===== src/rtl/aif_pkg.sv =====
package aif_pkg;

    localparam int WORD_W  = 32;
    localparam int CHAN_W  = 4;
    localparam int CODE_W  = 3;
    localparam int MIN_CH  = 2;
    localparam int MAX_CH  = 8;

    localparam logic [7:0] HDR_TYPE = 8'h84;
    localparam logic [7:0] HDR_VER  = 8'h01;
    localparam logic [7:0] HDR_LEN  = 8'h0A;

    // Field positions inside the packed words
    localparam int W0_CODE_LSB  = 8;
    localparam int W1_LVL_LSB   = 11;
    localparam int W1_DMIX_BIT  = 15;
    localparam int DBG_LAY_BIT  = 4;
    localparam int PKT_LAY_BIT  = 1;

    typedef struct packed {
        logic                enable;
        logic [CHAN_W-1:0]   chans;
        logic [7:0]          alloc;
        logic [3:0]          lvl;
        logic                dmix;
        logic [3:0]          smp;
    } aif_cfg_t;

    typedef struct packed {
        logic [CODE_W-1:0]   code;
        logic                layout;
        logic                err;
    } chan_info_t;

    typedef struct packed {
        logic [WORD_W-1:0]   w0;
        logic [WORD_W-1:0]   w1;
        logic [WORD_W-1:0]   dbg;
        logic [WORD_W-1:0]   ctrl;
        logic [WORD_W-1:0]   pkt;
        logic                err;
    } aif_words_t;

    // Level shift and down-mix as they appear in the frame byte
    function automatic logic [7:0] lvl_byte(input logic [3:0] lvl, input logic dmix);
        return {dmix, lvl, 3'b000};
    endfunction

endpackage


===== src/rtl/aif_chan_decode.sv =====
module aif_chan_decode
    import aif_pkg::*;
(
    input  logic              enable,
    input  logic [CHAN_W-1:0] chans,
    output chan_info_t        info
);
    localparam logic [CHAN_W-1:0] LO = CHAN_W'(MIN_CH);
    localparam logic [CHAN_W-1:0] HI = CHAN_W'(MAX_CH);

    logic              in_range;
    logic [CHAN_W-1:0] eff;

    always_comb begin
        in_range    = (chans >= LO) && (chans <= HI);
        eff         = in_range ? chans : LO;
        info.code   = CODE_W'(eff - CHAN_W'(1));
        info.layout = (eff != LO);
        info.err    = enable & ~in_range;
    end
endmodule


===== src/rtl/aif_checksum.sv =====
module aif_checksum
    import aif_pkg::*;
(
    input  logic [CODE_W-1:0] code,
    input  logic [7:0]        alloc,
    input  logic [3:0]        lvl,
    input  logic              dmix,
    output logic [7:0]        csum
);
    localparam logic [7:0] HDR_SUM = HDR_TYPE + HDR_VER + HDR_LEN;

    logic [7:0] acc;

    always_comb begin
        acc  = HDR_SUM + {{(8-CODE_W){1'b0}}, code} + alloc + lvl_byte(lvl, dmix);
        csum = 8'd0 - acc;
    end
endmodule


===== src/rtl/aif_word_pack.sv =====
module aif_word_pack
    import aif_pkg::*;
#(
    parameter int EN_LSB   = 4,
    parameter int EN_WIDTH = 4
) (
    input  aif_cfg_t          cfg,
    input  chan_info_t        info,
    input  logic [7:0]        csum,
    input  logic [WORD_W-1:0] ctrl_prev,
    output aif_words_t        words
);
    logic [WORD_W-1:0] ctrl_next;

    // Rewrite only the enable field; pass every other bit
    for (genvar i = 0; i < WORD_W; i++) begin : g_ctrl
        if (i >= EN_LSB && i < EN_LSB + EN_WIDTH) begin : g_field
            assign ctrl_next[i] = cfg.enable;
        end else begin : g_keep
            assign ctrl_next[i] = ctrl_prev[i];
        end
    end

    always_comb begin
        words      = '0;
        words.ctrl = ctrl_next;
        words.err  = info.err;
        if (cfg.enable) begin
            words.w0[7:0]                          = csum;
            words.w0[W0_CODE_LSB +: CODE_W]        = info.code;
            words.w1[7:0]                          = cfg.alloc;
            words.w1[W1_LVL_LSB +: 4]              = cfg.lvl;
            words.w1[W1_DMIX_BIT]                  = cfg.dmix;
            words.pkt[0]                           = 1'b1;
            words.pkt[PKT_LAY_BIT]                 = info.layout;
            if (info.layout) begin
                words.dbg[DBG_LAY_BIT]             = 1'b1;
                words.dbg[3:0]                     = cfg.smp;
            end
        end
    end
endmodule


===== src/rtl/aif_formatter.sv =====
module aif_formatter
    import aif_pkg::*;
#(
    parameter int EN_LSB   = 4,
    parameter int EN_WIDTH = 4
) (
    input  logic              clk,
    input  logic              rst,
    input  logic              start,
    input  logic              enable_i,
    input  logic [3:0]        chans_i,
    input  logic [7:0]        alloc_i,
    input  logic [3:0]        lvl_shift_i,
    input  logic              dmix_i,
    input  logic [3:0]        smp_mask_i,
    input  logic [31:0]       ctrl_prev_i,
    output logic [31:0]       word0_o,
    output logic [31:0]       word1_o,
    output logic [31:0]       dbg_o,
    output logic [31:0]       ctrl_o,
    output logic [31:0]       pkt_o,
    output logic              err_o,
    output logic              done
);
    aif_cfg_t   cfg;
    chan_info_t info;
    logic [7:0] csum;
    aif_words_t nxt;
    aif_words_t held;

    always_comb begin
        cfg.enable = enable_i;
        cfg.chans  = chans_i;
        cfg.alloc  = alloc_i;
        cfg.lvl    = lvl_shift_i;
        cfg.dmix   = dmix_i;
        cfg.smp    = smp_mask_i;
    end

    aif_chan_decode u_dec (
        .enable (cfg.enable),
        .chans  (cfg.chans),
        .info   (info)
    );

    aif_checksum u_sum (
        .code   (info.code),
        .alloc  (cfg.alloc),
        .lvl    (cfg.lvl),
        .dmix   (cfg.dmix),
        .csum   (csum)
    );

    aif_word_pack #(
        .EN_LSB   (EN_LSB),
        .EN_WIDTH (EN_WIDTH)
    ) u_pack (
        .cfg       (cfg),
        .info      (info),
        .csum      (csum),
        .ctrl_prev (ctrl_prev_i),
        .words     (nxt)
    );

    always_ff @(posedge clk) begin
        if (rst) begin
            held <= '0;
            done <= 1'b0;
        end else begin
            done <= start;
            if (start) begin
                held <= nxt;
            end
        end
    end

    assign word0_o = held.w0;
    assign word1_o = held.w1;
    assign dbg_o   = held.dbg;
    assign ctrl_o  = held.ctrl;
    assign pkt_o   = held.pkt;
    assign err_o   = held.err;
endmodule


===== config.mk =====
export PLATFORM = sky130hd
export DESIGN_NAME = aif_formatter
export DESIGN_NICKNAME = d
export VERILOG_FILES = /design/src/rtl/aif_pkg.sv /design/src/rtl/aif_chan_decode.sv /design/src/rtl/aif_checksum.sv /design/src/rtl/aif_word_pack.sv /design/src/rtl/aif_formatter.sv
export SDC_FILE = /design/constraint.sdc
export NUM_CORES = 1
export LEC_CHECK = 0
export BUFFER_PORTS_ARGS = -buffer_cell sky130_fd_sc_hd__buf_2
export CORE_MARGIN = 2
export CORE_UTILIZATION = 35
export CTS_CLUSTER_DIAMETER = 150
export DETAILED_ROUTE_END_ITERATION = 6
export MAX_ROUTING_LAYER = met4
export PLACE_DENSITY = 0.69
export SYNTH_ARGS = -nofsm -noshare
export SYNTH_HDL_FRONTEND = slang
export SYNTH_SLANG_ARGS = --single-unit

===== constraint.sdc =====
create_clock -name clk -period 3.6 [get_ports clk]
set_input_delay 0.36 -clock clk [delete_from_list [all_inputs] [get_ports clk]]
set_output_delay 0.36 -clock clk [all_outputs]
set_load 0.01 [all_outputs]

# Word level (Yosys, flattened, before mapping)
# Index checks and enable logic that the tools add are counted.
[word_totals]
output_inout_bits = 162
input_bits = 57
reg_bits = 65
wordCells = 25
[op_classes]
order_cmp = 2
muxes = 7
reduce_logical = 1
eq_ne = 1
addsub = 5
bitwise = 2
[op_table]
columns = ["op", "n"]
rows = [
  ["adder 8 bit", 2],
  ["2-to-1 mux 5 bit", 3],
  ["2-to-1 mux 11 bit", 1],
  ["adder 8 x 3 -> 8 bit, first input constant", 1],
  ["2-to-1 mux 8 bit", 1],
  ["subtractor 1 x 8 -> 8 bit, first input constant", 1],
  [">= comparator 4 x 2 -> 1 bit, second input constant", 1],
  ["less-or-equal comparator 4 bit, second input constant", 1],
  ["2-to-1 mux 4 bit", 1],
  ["inequality test 4 x 2 -> 1 bit, second input constant", 1],
  ["subtractor 3 x 1 -> 3 bit, second input constant", 1],
  ["2-to-1 mux 2 bit", 1],
  ["bitwise AND 1 bit", 1],
  ["logical AND 1 bit", 1],
  ["NOT 1 bit", 1],
]

# Depth between registers and ports, before layout
# Gate-level depths: netlist (run 1).
[logic_depth]
depth_word = 9
ltp_mapped = 17
ltp_nobuf = 17

# Modules after synthesis
# From an unflattened synthesis (run 1), not the netlist that was laid out.
[hier_totals]
cells_unflattened = 746
hier_area_um2 = 7435.9
[modules_own_cells]
columns = ["mod", "cells_each", "seq_area_each_um2", "instances", "area_per_inst_um2"]
rows = [
  ["aif_formatter", 521, 3243.1, 1, 5706.7],
  ["aif_word_pack", 165, 0.0, 1, 1236.2],
  ["aif_checksum", 47, 0.0, 1, 391.6],
  ["aif_chan_decode", 13, 0.0, 1, 101.3],
]

# Worst setup path before layout (run 1)
# No wires, ideal clock.
[synth_timing]
kind = "input to register"
startpoint = "input port chans_i[2]"
endpoint = "register held, in the netlist word0_o[6]"
required_time_ps = 3483
path_buffers = 0
path_stages = 15
setup_slack_ps = 640
setup_ps = 117
arrival_time_ps = 2843
cell_sequence = "nor2_2 -> or3b_1 -> ha_1 -> xnor2_1 -> ha_1 -> ha_1 -> inv_1 -> ha_1 -> inv_1 -> fa_1 -> inv_1 -> a21o_1 -> a21oi_1 -> xnor2_1 -> a22o_1"
[synth_via]
elab_chain_cells = 9
elab_cells_between_ends = 10
classes_between = "5 x add/sub; 2 x order compare; 2 x mux; 1 x reduce/logical"
[synth_rtl]
columns = ["element", "line_no", "source"]
rows = [
  ["from (decl)", "aif_formatter.sv:11", "input logic [3:0] chans_i,"],
  [">= comparator 4 x 2 -> 1 bit / less-or-equal comparator 4 bit (equally long branches)", "aif_chan_decode.sv:15", "in_range = (chans >= LO) && (chans <= HI);"],
  ["logical AND 1 bit", "aif_chan_decode.sv:15", ""],
  ["2-to-1 mux 4 bit *", "aif_chan_decode.sv:16", "eff = in_range ? chans : LO;"],
  ["subtractor 3 x 1 -> 3 bit *", "aif_chan_decode.sv:17", "info.code = CODE_W'(eff - CHAN_W'(1));"],
  ["adder 8 x 3 -> 8 bit *", "aif_checksum.sv:15", "acc = HDR_SUM + {{(8-CODE_W){1'b0}}, code} + alloc + lvl_byte(lvl, dmix);"],
  ["adder 8 bit * (2 in series)", "aif_checksum.sv:15", ""],
  ["subtractor 1 x 8 -> 8 bit *", "aif_checksum.sv:16", "csum = 8'd0 - acc;"],
  ["2-to-1 mux 11 bit *", "aif_word_pack.sv:28", "if (cfg.enable) begin"],
  ["to (signal assigned)", "aif_formatter.sv:72", "held <= nxt;"],
  ["to (decl)", "aif_formatter.sv:29", "aif_words_t held;"],
]
# Mark *: on every way between the ends. The rest lies on a longest branch, timed or not.
# A chain may end at the register's enable or synchronous reset.

# Worst setup path in the final report (run 1)
# Same ends and word-level chain as after synthesis.

==> impl_metrics.xml, run 1 <==
<?xml version="1.0" encoding="UTF-8"?>
<metrics>
  <group name="run_status">
    <metric name="outcome" unit="">complete, no violations</metric>
  </group>
  <group name="critical_path">
    <metric name="endpoint_class_of_the_critical_path" unit="">register</metric>
    <metric name="timing.critical_path.from_type" unit="">input pin</metric>
    <metric name="worst_ep_required_time" unit="ns">3.82</metric>
    <metric name="critPathMaxFanout" unit="">3</metric>
    <metric name="critPathArrivalTime" unit="ns">3.22</metric>
    <metric name="criticalPathCategory" unit="">input pin to register</metric>
    <metric name="regToRegSetupSlack" unit="ns">2.92</metric>
  </group>
  <group name="die">
    <metric name="ios" unit="">219</metric>
    <metric name="rows" unit="">35</metric>
    <metric name="design.core.area" unit="um^2">9240</metric>
    <metric name="x_dimension_of_the_die" unit="um">101</metric>
    <metric name="initial_core_util" unit="%">36.0</metric>
    <metric name="die-area" unit="um^2">10300</metric>
    <metric name="die_span_in_y" unit="um">101</metric>
  </group>
  <group name="layout">
    <metric name="finalCoreUtilization" unit="%">40.8</metric>
    <metric name="layout.cells.most_common" unit="">buf_2</metric>
    <metric name="nNetsFinal" unit="">549</metric>
    <metric name="layout_cells_sized_above_1" unit="%">28.6</metric>
    <metric name="layout.cells.most_common_list" unit="">buf_2 (117), conb_1 (97), dfxtp_1 (60), nor2_1 (56), mux2i_1 (29)</metric>
    <metric name="insertedDiodeCount" unit="">0</metric>
    <metric name="layout_area_overhead" unit="%">13.5</metric>
  </group>
  <group name="drt">
    <metric name="detail_route.iter0.violations" unit="">59</metric>
    <metric name="drc" unit="">0</metric>
    <metric name="firstDrtPassIters" unit="">6</metric>
    <metric name="num_vias" unit="">2450</metric>
    <metric name="finalWirelength" unit="mm">6.73</metric>
    <metric name="ant_nets" unit="">0</metric>
    <metric name="detail_route.vias_per_cell" unit="">4.03</metric>
    <metric name="routed_wire_length_per_instance" unit="um">11.1</metric>
  </group>
  <group name="logic_synthesis">
    <metric name="async_flop_share" unit="%">0</metric>
    <metric name="synthDistinctLibCells" unit="">29</metric>
    <metric name="post_synth.cell_area_avg" unit="um^2">9.11</metric>
    <metric name="synth_sequential_area_ratio" unit="%">36.1</metric>
    <metric name="syn_inst" unit="">365</metric>
    <metric name="synth-warning-count" unit="">0</metric>
    <metric name="synth_seq_cells" unit="">60</metric>
    <metric name="number_of_synthesized_flops_with_an_enable_pin" unit="">0</metric>
    <metric name="ys.flop_type" unit="">dfxtp_1</metric>
    <metric name="synthesis.area" unit="um^2">3320</metric>
  </group>
  <group name="pwr">
    <metric name="power_density" unit="nW/um^2">426</metric>
    <metric name="static-leakage-power" unit="nW">2.08</metric>
    <metric name="ir_worst_vdd" unit="uV">165</metric>
    <metric name="total_power" unit="mW">1.61</metric>
  </group>
  <group name="cts">
    <metric name="clock_insertion_delay_worst_skew" unit="ns">0.33</metric>
    <metric name="cts_repair_resize_count" unit="">0</metric>
    <metric name="cts_setup_buffers" unit="">0</metric>
    <metric name="ctsHtreeMaxLevel" unit="">3</metric>
    <metric name="clkSinkCount" unit="">60</metric>
    <metric name="total_cts_buffers" unit="">9</metric>
    <metric name="clk_root_buffer_cell" unit="">clkbuf_8</metric>
    <metric name="cts_hold_buffers" unit="">0</metric>
    <metric name="clock_path_buffers" unit="">2</metric>
    <metric name="cts_tree" unit="">built</metric>
    <metric name="clk_transition_reported_paths" unit="ns">0.07</metric>
  </group>
  <group name="global_route">
    <metric name="grt_remaining_overflow" unit="">0</metric>
    <metric name="first_global_vias" unit="">2173</metric>
    <metric name="grt_pass1_wl" unit="mm">10.3</metric>
    <metric name="maximum_number_of_pins_on_one_net_before_global_route_repair" unit="">39</metric>
    <metric name="number_of_antenna_violations_at_the_first_check_in_global_routing" unit="">0</metric>
    <metric name="grt_use_total" unit="%">13.3</metric>
  </group>
  <group name="sta">
    <metric name="final_min_period_over_clock_period" unit="%">83.1</metric>
    <metric name="unrepaired_setup_endpoints_after_global_routing" unit="">no</metric>
    <metric name="timing.final.setup_violations" unit="">0</metric>
    <metric name="fmaxAchievable" unit="MHz">334</metric>
    <metric name="skew" unit="ns">0</metric>
    <metric name="slew_viol_final" unit="">0</metric>
    <metric name="period_minus_slack" unit="ns">2.99</metric>
    <metric name="setup_tns" unit="ns">0</metric>
    <metric name="hold-worst-slack" unit="ns">0.264</metric>
    <metric name="timing_hold_violations_final" unit="">0</metric>
  </group>
  <group name="place">
    <metric name="io_buffers" unit="">117</metric>
    <metric name="place_congestion" unit="">0.750</metric>
    <metric name="post-dp-hpwl" unit="mm">5.11</metric>
  </group>
  <group name="hold_path">
    <metric name="hold_path.class" unit="">input pin to register</metric>
  </group>
  <group name="run">
    <metric name="cap_viol_max_count" unit="">0</metric>
  </group>
</metrics>
[power breakdown]
part	internal (mW)	total (mW)	switching, mW
Combinational	0.127	0.324	0.197
Clock	0.307	0.564	0.257
Sequential	0.701	0.719	0.0181
[path summary, 6_finish.rpt]
kind / startpoint / end / cells past startpoint
hold reg to reg: word0_o[4] / word0_o[4] / 2
setup reg to reg: ctrl_o[7] / ctrl_o[7] / 2
setup / recovery: chans_i[2] / word0_o[6] / 18
hold / removal: ctrl_prev_i[8] / ctrl_o[8] / 3
[layer usage]
metal / wire [um] / global-route usage, % / vias to the layer above
met5: 0 / - / -
met4: 49 / 3.85 / 0
met3: 509 / 4.69 / 6
met2: 3490 / 22.7 / 119
met1: 2680 / 14.6 / 1115
li1: - / - / 1210
[cells in the mapped netlist (2+ instances only)]
cell type	n	area, um^2
a21o_1	2	15.0
a21oi_1	12	60.1
a22o_1	2	17.5
a22oi_1	19	143
buf_2	5	25.0
buf_4	107	803
clkbuf_1	4	15.0
dfxtp_1	60	1200
fa_1	2	40.0
ha_1	16	200
inv_1	19	71.3
mux2i_1	29	290
nand2_1	7	26.3
nand3_1	6	30.0
nor2_1	56	210
xnor2_1	6	52.6
[sequential cells by signal, summed over array words and instances (netlist names)]
| name | cells |
|---|---|
| dbg_o | 4 |
| done | 1 |
| ctrl_o | 29 |
| word0_o | 11 |
| word1_o | 13 |
| pkt_o | 1 |
| err_o | 1 |
[final cells by class]
class | instances | area [um^2]
multi-input cells | 264 | 1550
clock buffers | 15 | 176
clock inverters | 1 | 5.00
repair buffers | 119 | 601
inverters | 20 | 77.6
well taps | 129 | 161
flip-flops and latches | 60 | 1200
fillers | 931 | 5470
[per-stage QoR]
step	cells	worst slack, ns	cell area (um^2)
3_3_place_gp	592	0.353	3590
6_report	608	0.609	3770
4_1_cts	608	0.618	3770
5_1_grt	608	0.407	3770
3_5_place_dp	592	0.269	3590
2_1_floorplan	461	0.640	3680
[critical path: stages]
cell and delay (ns):
buf_2 0.11, nor2_2 0.15, nand3b_2 0.13, o21a_1 0.14, nor2_1 0.17, ha_1 0.20, xnor2_1 0.16, ha_1 0.28
ha_1 0.29, inv_1 0.06, ha_1 0.15, inv_1 0.05, fa_1 0.36, inv_1 0.12, a21o_1 0.13, a21oi_1 0.07
xnor2_1 0.13, a22o_1 0.17
[cells by family after synthesis]
family	synth area share (%)
compound gates	8.39
xor+xnor	1.58
fa+ha+maj	7.23
buf+inv	28.0
flops	36.1
mux	8.73
other cells	0.113
simple gates	9.79
(Power assumes the default switching activity.)
==> run 2, diff against run 1 <==
--- a/config.mk
+++ b/config.mk
@@ -5,13 +5,14 @@
 export SDC_FILE = /design/constraint.sdc
 export NUM_CORES = 1
 export LEC_CHECK = 0
+export ABC_AREA = 1
 export BUFFER_PORTS_ARGS = -buffer_cell sky130_fd_sc_hd__buf_2
 export CORE_MARGIN = 2
 export CORE_UTILIZATION = 35
 export CTS_CLUSTER_DIAMETER = 150
 export DETAILED_ROUTE_END_ITERATION = 6
 export MAX_ROUTING_LAYER = met4
-export PLACE_DENSITY = 0.69
+export PLACE_DENSITY = 0.71
 export SYNTH_ARGS = -nofsm -noshare
 export SYNTH_HDL_FRONTEND = slang
 export SYNTH_SLANG_ARGS = --single-unit
==> constraint.sdc (replaced) <==
create_clock -name clk -period 2.73 [get_ports clk]
set_input_delay 0.273 -clock clk [delete_from_list [all_inputs] [get_ports clk]]
set_output_delay 0.273 -clock clk [all_outputs]
set_load 0.01 [all_outputs]
==> run 2 against run 1 <==
Net effect:
- synthesized cell count is 23% higher
- non-clock buffer count increased by 15
- sequential power rose by 31%
- critical path depth increased by 5
- core utilization grew 2.0 points
- first-iteration DRC count up 8.5%
- global-route usage rose by 0.45 points
- critical path type unchanged
==> impl_metrics.xml, run 2 <==
<?xml version="1.0" encoding="UTF-8"?>
<metrics>
  <group name="run_status">
    <metric name="outcome" unit="">complete, no violations</metric>
  </group>
  <group name="critical_path">
    <metric name="critPathTopFamily" unit="">adder cells</metric>
    <metric name="endpoint_class_of_the_critical_path" unit="">register</metric>
    <metric name="crit_path_top_delay_cell" unit="">fa_2</metric>
    <metric name="crit_chain" unit="">buf_4, nor2_4, nand2_2, o21ai_4, inv_2, nor2_4, ha_4, nand3_2, nand2_2, inv_2, ha_4, ha_4, inv_2, ha_2, inv_2, fa_2, inv_2, nand2_2, nand2_2, a21oi_2, nand2_1, nand3_1, a21oi_1</metric>
    <metric name="max_stage_delay" unit="ns">0.37</metric>
    <metric name="worst_ep_required_time" unit="ns">3.00</metric>
    <metric name="critPathMaxFanout" unit="">3</metric>
    <metric name="crit_path_top_cell_by_count" unit="">inv_2</metric>
    <metric name="cp_num_buf_inv" unit="">6</metric>
    <metric name="timing.critical_path.from_type" unit="">input pin</metric>
    <metric name="criticalPathCategory" unit="">input pin to register</metric>
    <metric name="critPathArrivalTime" unit="ns">2.90</metric>
  </group>
  <group name="logic_synthesis">
    <metric name="synthDistinctLibCells" unit="">23</metric>
    <metric name="ys.flop_type" unit="">dfxtp_1</metric>
    <metric name="synth_top_cells_by_area" unit="">dfxtp_1 (36%), buf_4 (23%), nand2_1 (14%)</metric>
    <metric name="yosys_top_cell_by_area" unit="">dfxtp_1</metric>
    <metric name="async_flop_share" unit="%">0</metric>
    <metric name="synth-warning-count" unit="">0</metric>
    <metric name="synth_seq_cells" unit="">60</metric>
    <metric name="most_instantiated_cells_after_synthesis" unit="">nand2_1 (125), buf_4 (105), a21oi_1 (61), dfxtp_1 (60), inv_1 (26)</metric>
    <metric name="yosysMostFrequentCell" unit="">nand2_1</metric>
    <metric name="synthesis.area" unit="um^2">3380</metric>
    <metric name="synth_top_area_share" unit="%">35.5</metric>
    <metric name="number_of_synthesized_flops_with_an_enable_pin" unit="">0</metric>
    <metric name="synth_sequential_area_ratio" unit="%">35.5</metric>
    <metric name="post_synth.cell_area_avg" unit="um^2">7.54</metric>
    <metric name="syn_inst" unit="">449</metric>
  </group>
  <group name="global_route">
    <metric name="number_of_antenna_violations_at_the_first_check_in_global_routing" unit="">0</metric>
    <metric name="grt_use_total" unit="%">13.7</metric>
    <metric name="grt_pass1_wl" unit="mm">10.8</metric>
    <metric name="grt_remaining_overflow" unit="">0</metric>
    <metric name="first_global_vias" unit="">2406</metric>
    <metric name="maximum_number_of_pins_on_one_net_before_global_route_repair" unit="">61</metric>
  </group>
  <group name="pwr">
    <metric name="ir_worst_vdd" unit="uV">212</metric>
    <metric name="static-leakage-power" unit="nW">2.10</metric>
    <metric name="total_power" unit="mW">2.09</metric>
    <metric name="power_density" unit="nW/um^2">524</metric>
  </group>
  <group name="sta">
    <metric name="fmaxAchievable" unit="MHz">380</metric>
    <metric name="slew_viol_final" unit="">0</metric>
    <metric name="final_min_period_over_clock_period" unit="%">96.5</metric>
    <metric name="period_minus_slack" unit="ns">2.63</metric>
    <metric name="hold-worst-slack" unit="ns">0.187</metric>
    <metric name="skew" unit="ns">0</metric>
    <metric name="timing_hold_violations_final" unit="">0</metric>
    <metric name="timing.final.setup_violations" unit="">0</metric>
    <metric name="relSlewSlack" unit="%">36.0</metric>
    <metric name="tightest_slew" unit="ns">0.959</metric>
  </group>
  <group name="cts">
    <metric name="clock_insertion_delay_worst_skew" unit="ns">0.32</metric>
    <metric name="total_cts_buffers" unit="">9</metric>
    <metric name="clk_transition_reported_paths" unit="ns">0.07</metric>
    <metric name="ctsHtreeMaxLevel" unit="">3</metric>
    <metric name="clkSinkCount" unit="">60</metric>
    <metric name="cts_tree" unit="">built</metric>
    <metric name="clock_path_buffers" unit="">2</metric>
    <metric name="cts_hold_buffers" unit="">0</metric>
    <metric name="clk_root_buffer_cell" unit="">clkbuf_8</metric>
  </group>
  <group name="layout">
    <metric name="layout.cells.most_common_list" unit="">nand2_1 (120), buf_2 (116), conb_1 (97), a21oi_1 (60), dfxtp_1 (60)</metric>
    <metric name="insertedDiodeCount" unit="">0</metric>
    <metric name="nNetsFinal" unit="">645</metric>
    <metric name="layout_area_overhead" unit="%">18.2</metric>
    <metric name="multiInputGateArea" unit="um^2">1650</metric>
    <metric name="flip_flop_count_of_the_largest_register_after_layout" unit="">29</metric>
    <metric name="layout.area.seq" unit="um^2">1200</metric>
    <metric name="final-instance-count-excl-fill" unit="">703</metric>
    <metric name="finalCoreUtilization" unit="%">42.9</metric>
    <metric name="layout.cells.most_common" unit="">nand2_1</metric>
    <metric name="layout_cells_sized_above_1" unit="%">30.7</metric>
    <metric name="final.fill_count" unit="">986</metric>
  </group>
  <group name="drt">
    <metric name="drc" unit="">0</metric>
    <metric name="detail_route.vias_per_cell" unit="">4.11</metric>
    <metric name="routed_wire_length_per_instance" unit="um">10.8</metric>
    <metric name="detail_route.iter0.violations" unit="">64</metric>
    <metric name="num_vias" unit="">2888</metric>
    <metric name="finalWirelength" unit="mm">7.61</metric>
    <metric name="firstDrtPassIters" unit="">4</metric>
    <metric name="ant_nets" unit="">0</metric>
  </group>
  <group name="place">
    <metric name="post-dp-hpwl" unit="mm">5.64</metric>
    <metric name="numPlacedInstances" unit="">684</metric>
    <metric name="io_buffers" unit="">117</metric>
    <metric name="place_congestion" unit="">0.810</metric>
  </group>
  <group name="hold_path">
    <metric name="hold_path.class" unit="">input pin to register</metric>
  </group>
  <group name="die">
    <metric name="die-area" unit="um^2">10500</metric>
    <metric name="die_span_in_y" unit="um">102</metric>
    <metric name="rows" unit="">35</metric>
    <metric name="ios" unit="">219</metric>
    <metric name="design.core.area" unit="um^2">9330</metric>
    <metric name="x_dimension_of_the_die" unit="um">102</metric>
    <metric name="initial_core_util" unit="%">36.3</metric>
  </group>
  <group name="run">
    <metric name="cap_viol_max_count" unit="">0</metric>
  </group>
</metrics>
==> run 2: changes by cell type after synthesis, moves of 3 or more <==
cell	change
clkbuf_1	+5
xnor2_1	-6
nor2_1	-47
inv_1	+7
nand3_1	+5
mux2i_1	-29
inv_2	+3
a22oi_1	-19
nand2_1	+118
a21oi_1	+49
o21ai_0	+3
==> run 2: tightest hold or removal path: cells and delay by family <==
kind / cells / cell delay [ns]
simple gates: 1 / 0.05
buf+inv: 1 / 0.09
compound gates: 1 / 0.05
==> run 2: final timing paths <==
kind                        start    endpoint  slack (ns)  cells past startpoint
setup / recovery       chans_i[1]  word0_o[6]         0.1                     23
setup reg to reg        ctrl_o[7]   ctrl_o[7]        2.01                      2
hold / removal    ctrl_prev_i[22]  ctrl_o[22]        0.19                      3
hold reg to reg        ctrl_o[15]  ctrl_o[15]        0.46                      2
==> run 2: stage by stage <==
step	setup WS (ns)	instance area, um^2	TNS [ns]
2_1_floorplan	-0.0376	3750	-0.0376
3_3_place_gp	-0.240	3730	-0.470
4_1_cts	0.00882	3890	0
3_5_place_dp	-0.352	3730	-0.928
5_1_grt	-0.0401	4000	-0.0495
6_report	0.0964	4000	0
==> run 2: area by class of cell <==
class	count	share of cell area [%]
clock buffer	10	3.19
clock inverter	5	0.751
inverter	30	2.85
multi-input combinational	335	41.3
sequential	60	30.0
tap	129	4.04
timing repair buffer	134	17.9
==> run 2: metal layers <==
| metal | global-route usage (%) | vias to the layer above | wire [um] |
|---|---|---|---|
| li1 | - | 1449 | - |
| met1 | 14.6 | 1311 | 3030 |
| met4 | 4.00 | 0 | 87 |
| met2 | 24.3 | 120 | 4050 |
| met3 | 4.45 | 8 | 451 |
| met5 | - | - | 0 |
==> run 2: repair_timing <==
item,CTS,global route
setup buffers,0,4
setup endpoints to repair,0,3
resized for setup,0,21
==> run 2: power breakdown <==
group	switching, mW	internal, mW	total [mW]
clock	0.345	0.319	0.664
combinational	0.300	0.187	0.487
sequential	0.0218	0.922	0.943
total	0.667	1.43	2.09
==> run 2: cell families (layout without fill, tap and decap cells) <==
group           Yosys count  in the layout  synth area share [%]
compound gates           69             69                  10.7
fa+ha+maj                18             18                  7.10
buf+inv                 150            179                  28.9
flops                    60             60                  35.5
other cells               1             97                 0.111
simple gates            151            151                  17.7
==> run 3, diff against run 2 <==
--- a/config.mk
+++ b/config.mk
@@ -9,6 +9,7 @@
 export BUFFER_PORTS_ARGS = -buffer_cell sky130_fd_sc_hd__buf_2
 export CORE_MARGIN = 2
 export CORE_UTILIZATION = 35
+export CTS_BUF_LIST = sky130_fd_sc_hd__clkbuf_8
 export CTS_CLUSTER_DIAMETER = 150
 export DETAILED_ROUTE_END_ITERATION = 6
 export MAX_ROUTING_LAYER = met4
==> run 3 against run 2 <==
Net effect:
- critical path depth stayed put
- global-route usage stayed put
- sequential power hardly changed
- combinational power hardly changed
- clock-buffer cell count is 1 lower
- sequential share of layout area stayed put
- critical endpoint unchanged
- flip-flop and latch count stayed put
- clock skew stayed put
==> impl_metrics.xml, run 3 (synthesis results as in run 2) <==
<?xml version="1.0" encoding="UTF-8"?>
<metrics>
  <group name="critical_path">
    <metric name="cp-endpoint" unit="">word0_o[6]</metric>
    <metric name="criticalPathCategory" unit="">input pin to register</metric>
    <metric name="timing.critical_path.from_type" unit="">input pin</metric>
    <metric name="regToRegEndpoint" unit="">ctrl_o[7]</metric>
    <metric name="r2r-start" unit="">ctrl_o[7]</metric>
    <metric name="worst_ep_required_time" unit="ns">3.00</metric>
    <metric name="regToRegSetupSlack" unit="ns">2.01</metric>
    <metric name="worst_setup_path_startpoint" unit="">chans_i[1]</metric>
    <metric name="critPathMaxFanout" unit="">3</metric>
    <metric name="endpoint_class_of_the_critical_path" unit="">register</metric>
    <metric name="r2r.worst_path.cells" unit="">2</metric>
    <metric name="critPathArrivalTime" unit="ns">2.90</metric>
  </group>
  <group name="die">
    <metric name="x_dimension_of_the_die" unit="um">102</metric>
    <metric name="design.core.area" unit="um^2">9330</metric>
    <metric name="initial_core_util" unit="%">36.3</metric>
    <metric name="die-area" unit="um^2">10500</metric>
    <metric name="rows" unit="">35</metric>
    <metric name="die_span_in_y" unit="um">102</metric>
    <metric name="ios" unit="">219</metric>
  </group>
  <group name="cts">
    <metric name="clk_root_buffer_cell" unit="">clkbuf_8</metric>
    <metric name="clk_transition_reported_paths" unit="ns">0.07</metric>
    <metric name="total_cts_buffers" unit="">9</metric>
    <metric name="ctsHtreeMaxLevel" unit="">3</metric>
    <metric name="clock_path_buffers" unit="">2</metric>
    <metric name="cts_hold_buffers" unit="">0</metric>
    <metric name="clkSinkCount" unit="">60</metric>
    <metric name="cts_tree" unit="">built</metric>
    <metric name="clock_insertion_delay_worst_skew" unit="ns">0.32</metric>
  </group>
  <group name="pwr">
    <metric name="power_density" unit="nW/um^2">523</metric>
    <metric name="static-leakage-power" unit="nW">2.10</metric>
    <metric name="total_power" unit="mW">2.09</metric>
    <metric name="ir_worst_vdd" unit="uV">212</metric>
  </group>
  <group name="global_route">
    <metric name="number_of_antenna_violations_at_the_first_check_in_global_routing" unit="">0</metric>
    <metric name="first_global_vias" unit="">2406</metric>
    <metric name="maximum_number_of_pins_on_one_net_before_global_route_repair" unit="">61</metric>
    <metric name="grt_remaining_overflow" unit="">0</metric>
    <metric name="grt_use_total" unit="%">13.7</metric>
    <metric name="grt_pass1_wl" unit="mm">10.8</metric>
  </group>
  <group name="layout">
    <metric name="final.fill_count" unit="">986</metric>
    <metric name="layout_area_overhead" unit="%">18.2</metric>
    <metric name="layout.area.seq" unit="um^2">1200</metric>
    <metric name="multiInputGateArea" unit="um^2">1650</metric>
    <metric name="layout.cells.most_common_list" unit="">nand2_1 (120), buf_2 (116), conb_1 (97), a21oi_1 (60), dfxtp_1 (60)</metric>
    <metric name="insertedDiodeCount" unit="">0</metric>
    <metric name="flip_flop_count_of_the_largest_register_after_layout" unit="">29</metric>
    <metric name="nNetsFinal" unit="">645</metric>
    <metric name="layout.cells.most_common" unit="">nand2_1</metric>
    <metric name="finalCoreUtilization" unit="%">42.9</metric>
    <metric name="layout_cells_sized_above_1" unit="%">30.7</metric>
  </group>
  <group name="place">
    <metric name="post-dp-hpwl" unit="mm">5.64</metric>
    <metric name="place_congestion" unit="">0.810</metric>
    <metric name="io_buffers" unit="">117</metric>
  </group>
  <group name="run">
    <metric name="cap_viol_max_count" unit="">0</metric>
  </group>
  <group name="sta">
    <metric name="slew_viol_final" unit="">0</metric>
    <metric name="hold-worst-slack" unit="ns">0.187</metric>
    <metric name="tightest_slew" unit="ns">0.959</metric>
    <metric name="timing.final.setup_violations" unit="">0</metric>
    <metric name="timing_hold_violations_final" unit="">0</metric>
    <metric name="fmaxAchievable" unit="MHz">380</metric>
    <metric name="relSlewSlack" unit="%">36.0</metric>
    <metric name="final_min_period_over_clock_period" unit="%">96.5</metric>
    <metric name="period_minus_slack" unit="ns">2.63</metric>
    <metric name="skew" unit="ns">0</metric>
  </group>
  <group name="run_status">
    <metric name="outcome" unit="">complete, no violations</metric>
  </group>
  <group name="hold_path">
    <metric name="hold_path.class" unit="">input pin to register</metric>
  </group>
  <group name="drt">
    <metric name="finalWirelength" unit="mm">7.60</metric>
    <metric name="drc" unit="">0</metric>
    <metric name="detail_route.iter0.violations" unit="">64</metric>
    <metric name="detail_route.vias_per_cell" unit="">4.11</metric>
    <metric name="ant_nets" unit="">0</metric>
    <metric name="firstDrtPassIters" unit="">4</metric>
    <metric name="num_vias" unit="">2887</metric>
    <metric name="routed_wire_length_per_instance" unit="um">10.8</metric>
  </group>
</metrics>
==> run 3: changes by cell type in the layout (fill, tap and decap cells not counted), sizes merged <==
cell and change:
clkbuf -1, inv +1
==> run 3: area by class of cell <==
class / count / share of cell area [%]
Multi-Input combinational cell: 335 / 41.3
Sequential cell: 60 / 30.0
Timing Repair Buffer: 134 / 17.9
Tap cell: 129 / 4.04
Clock buffer: 9 / 3.10
Inverter: 30 / 2.85
Clock inverter: 6 / 0.845
==> run 3: metal layers <==
layer / share of wire, % / GRT usage [%] / up-vias
met2: 53 / 24.3 / 120
li1: - / - / 1449
met3: 6.3 / 4.45 / 9
met1: 40 / 14.6 / 1309
met4: 1.1 / 4.00 / 0
met5: 0 / - / -
==> run 3: power breakdown <==
group	internal (mW)	switching [mW]
Sequential	0.922	0.0218
Clock	0.315	0.345
Combinational	0.187	0.300
Total	1.42	0.667
==> run 3: worst min-delay path by stage <==
stage,from,to,slack [ns],cells after the start
after floorplan,alloc_i[0],word1_o[0],0.42,2
after global placement,ctrl_o[30],ctrl_o[30],0.44,2
after detailed placement,ctrl_o[9],ctrl_o[9],0.45,2
after CTS,ctrl_prev_i[29],ctrl_o[29],0.17,3
after global routing,ctrl_prev_i[11],ctrl_o[11],0.18,3
final,ctrl_prev_i[22],ctrl_o[22],0.19,3
==> run 3: what timing repair did <==
item / CTS / global route
buffers inserted: 0 / 4
resized for setup: 0 / 21
endpoints found under the setup margin: 0 / 3
==> run 3: critical path, cell delays in order <==
cell	delay (ns)
buf_4	0.12
nor2_4	0.15
nand2_2	0.09
o21ai_4	0.08
inv_2	0.08
nor2_4	0.14
ha_4	0.15
nand3_2	0.08
nand2_2	0.08
inv_2	0.04
ha_4	0.25
ha_4	0.19
inv_2	0.04
ha_2	0.17
inv_2	0.05
fa_2	0.37
inv_2	0.07
nand2_2	0.05
nand2_2	0.08
a21oi_2	0.05
nand2_1	0.07
nand3_1	0.08
a21oi_1	0.15
==> run 3: metrics by stage <==
stage          instance area (um^2)  instances  TNS [ns]  worst slack, ns
6_report                       4000        703         0           0.0958
5_1_grt                        4000        703   -0.0495          -0.0401
4_1_cts                        3890        699         0          0.00882
3_5_place_dp                   3730        684    -0.928           -0.352
3_3_place_gp                   3730        684    -0.470           -0.240
2_1_floorplan                  3750        545   -0.0376          -0.0376
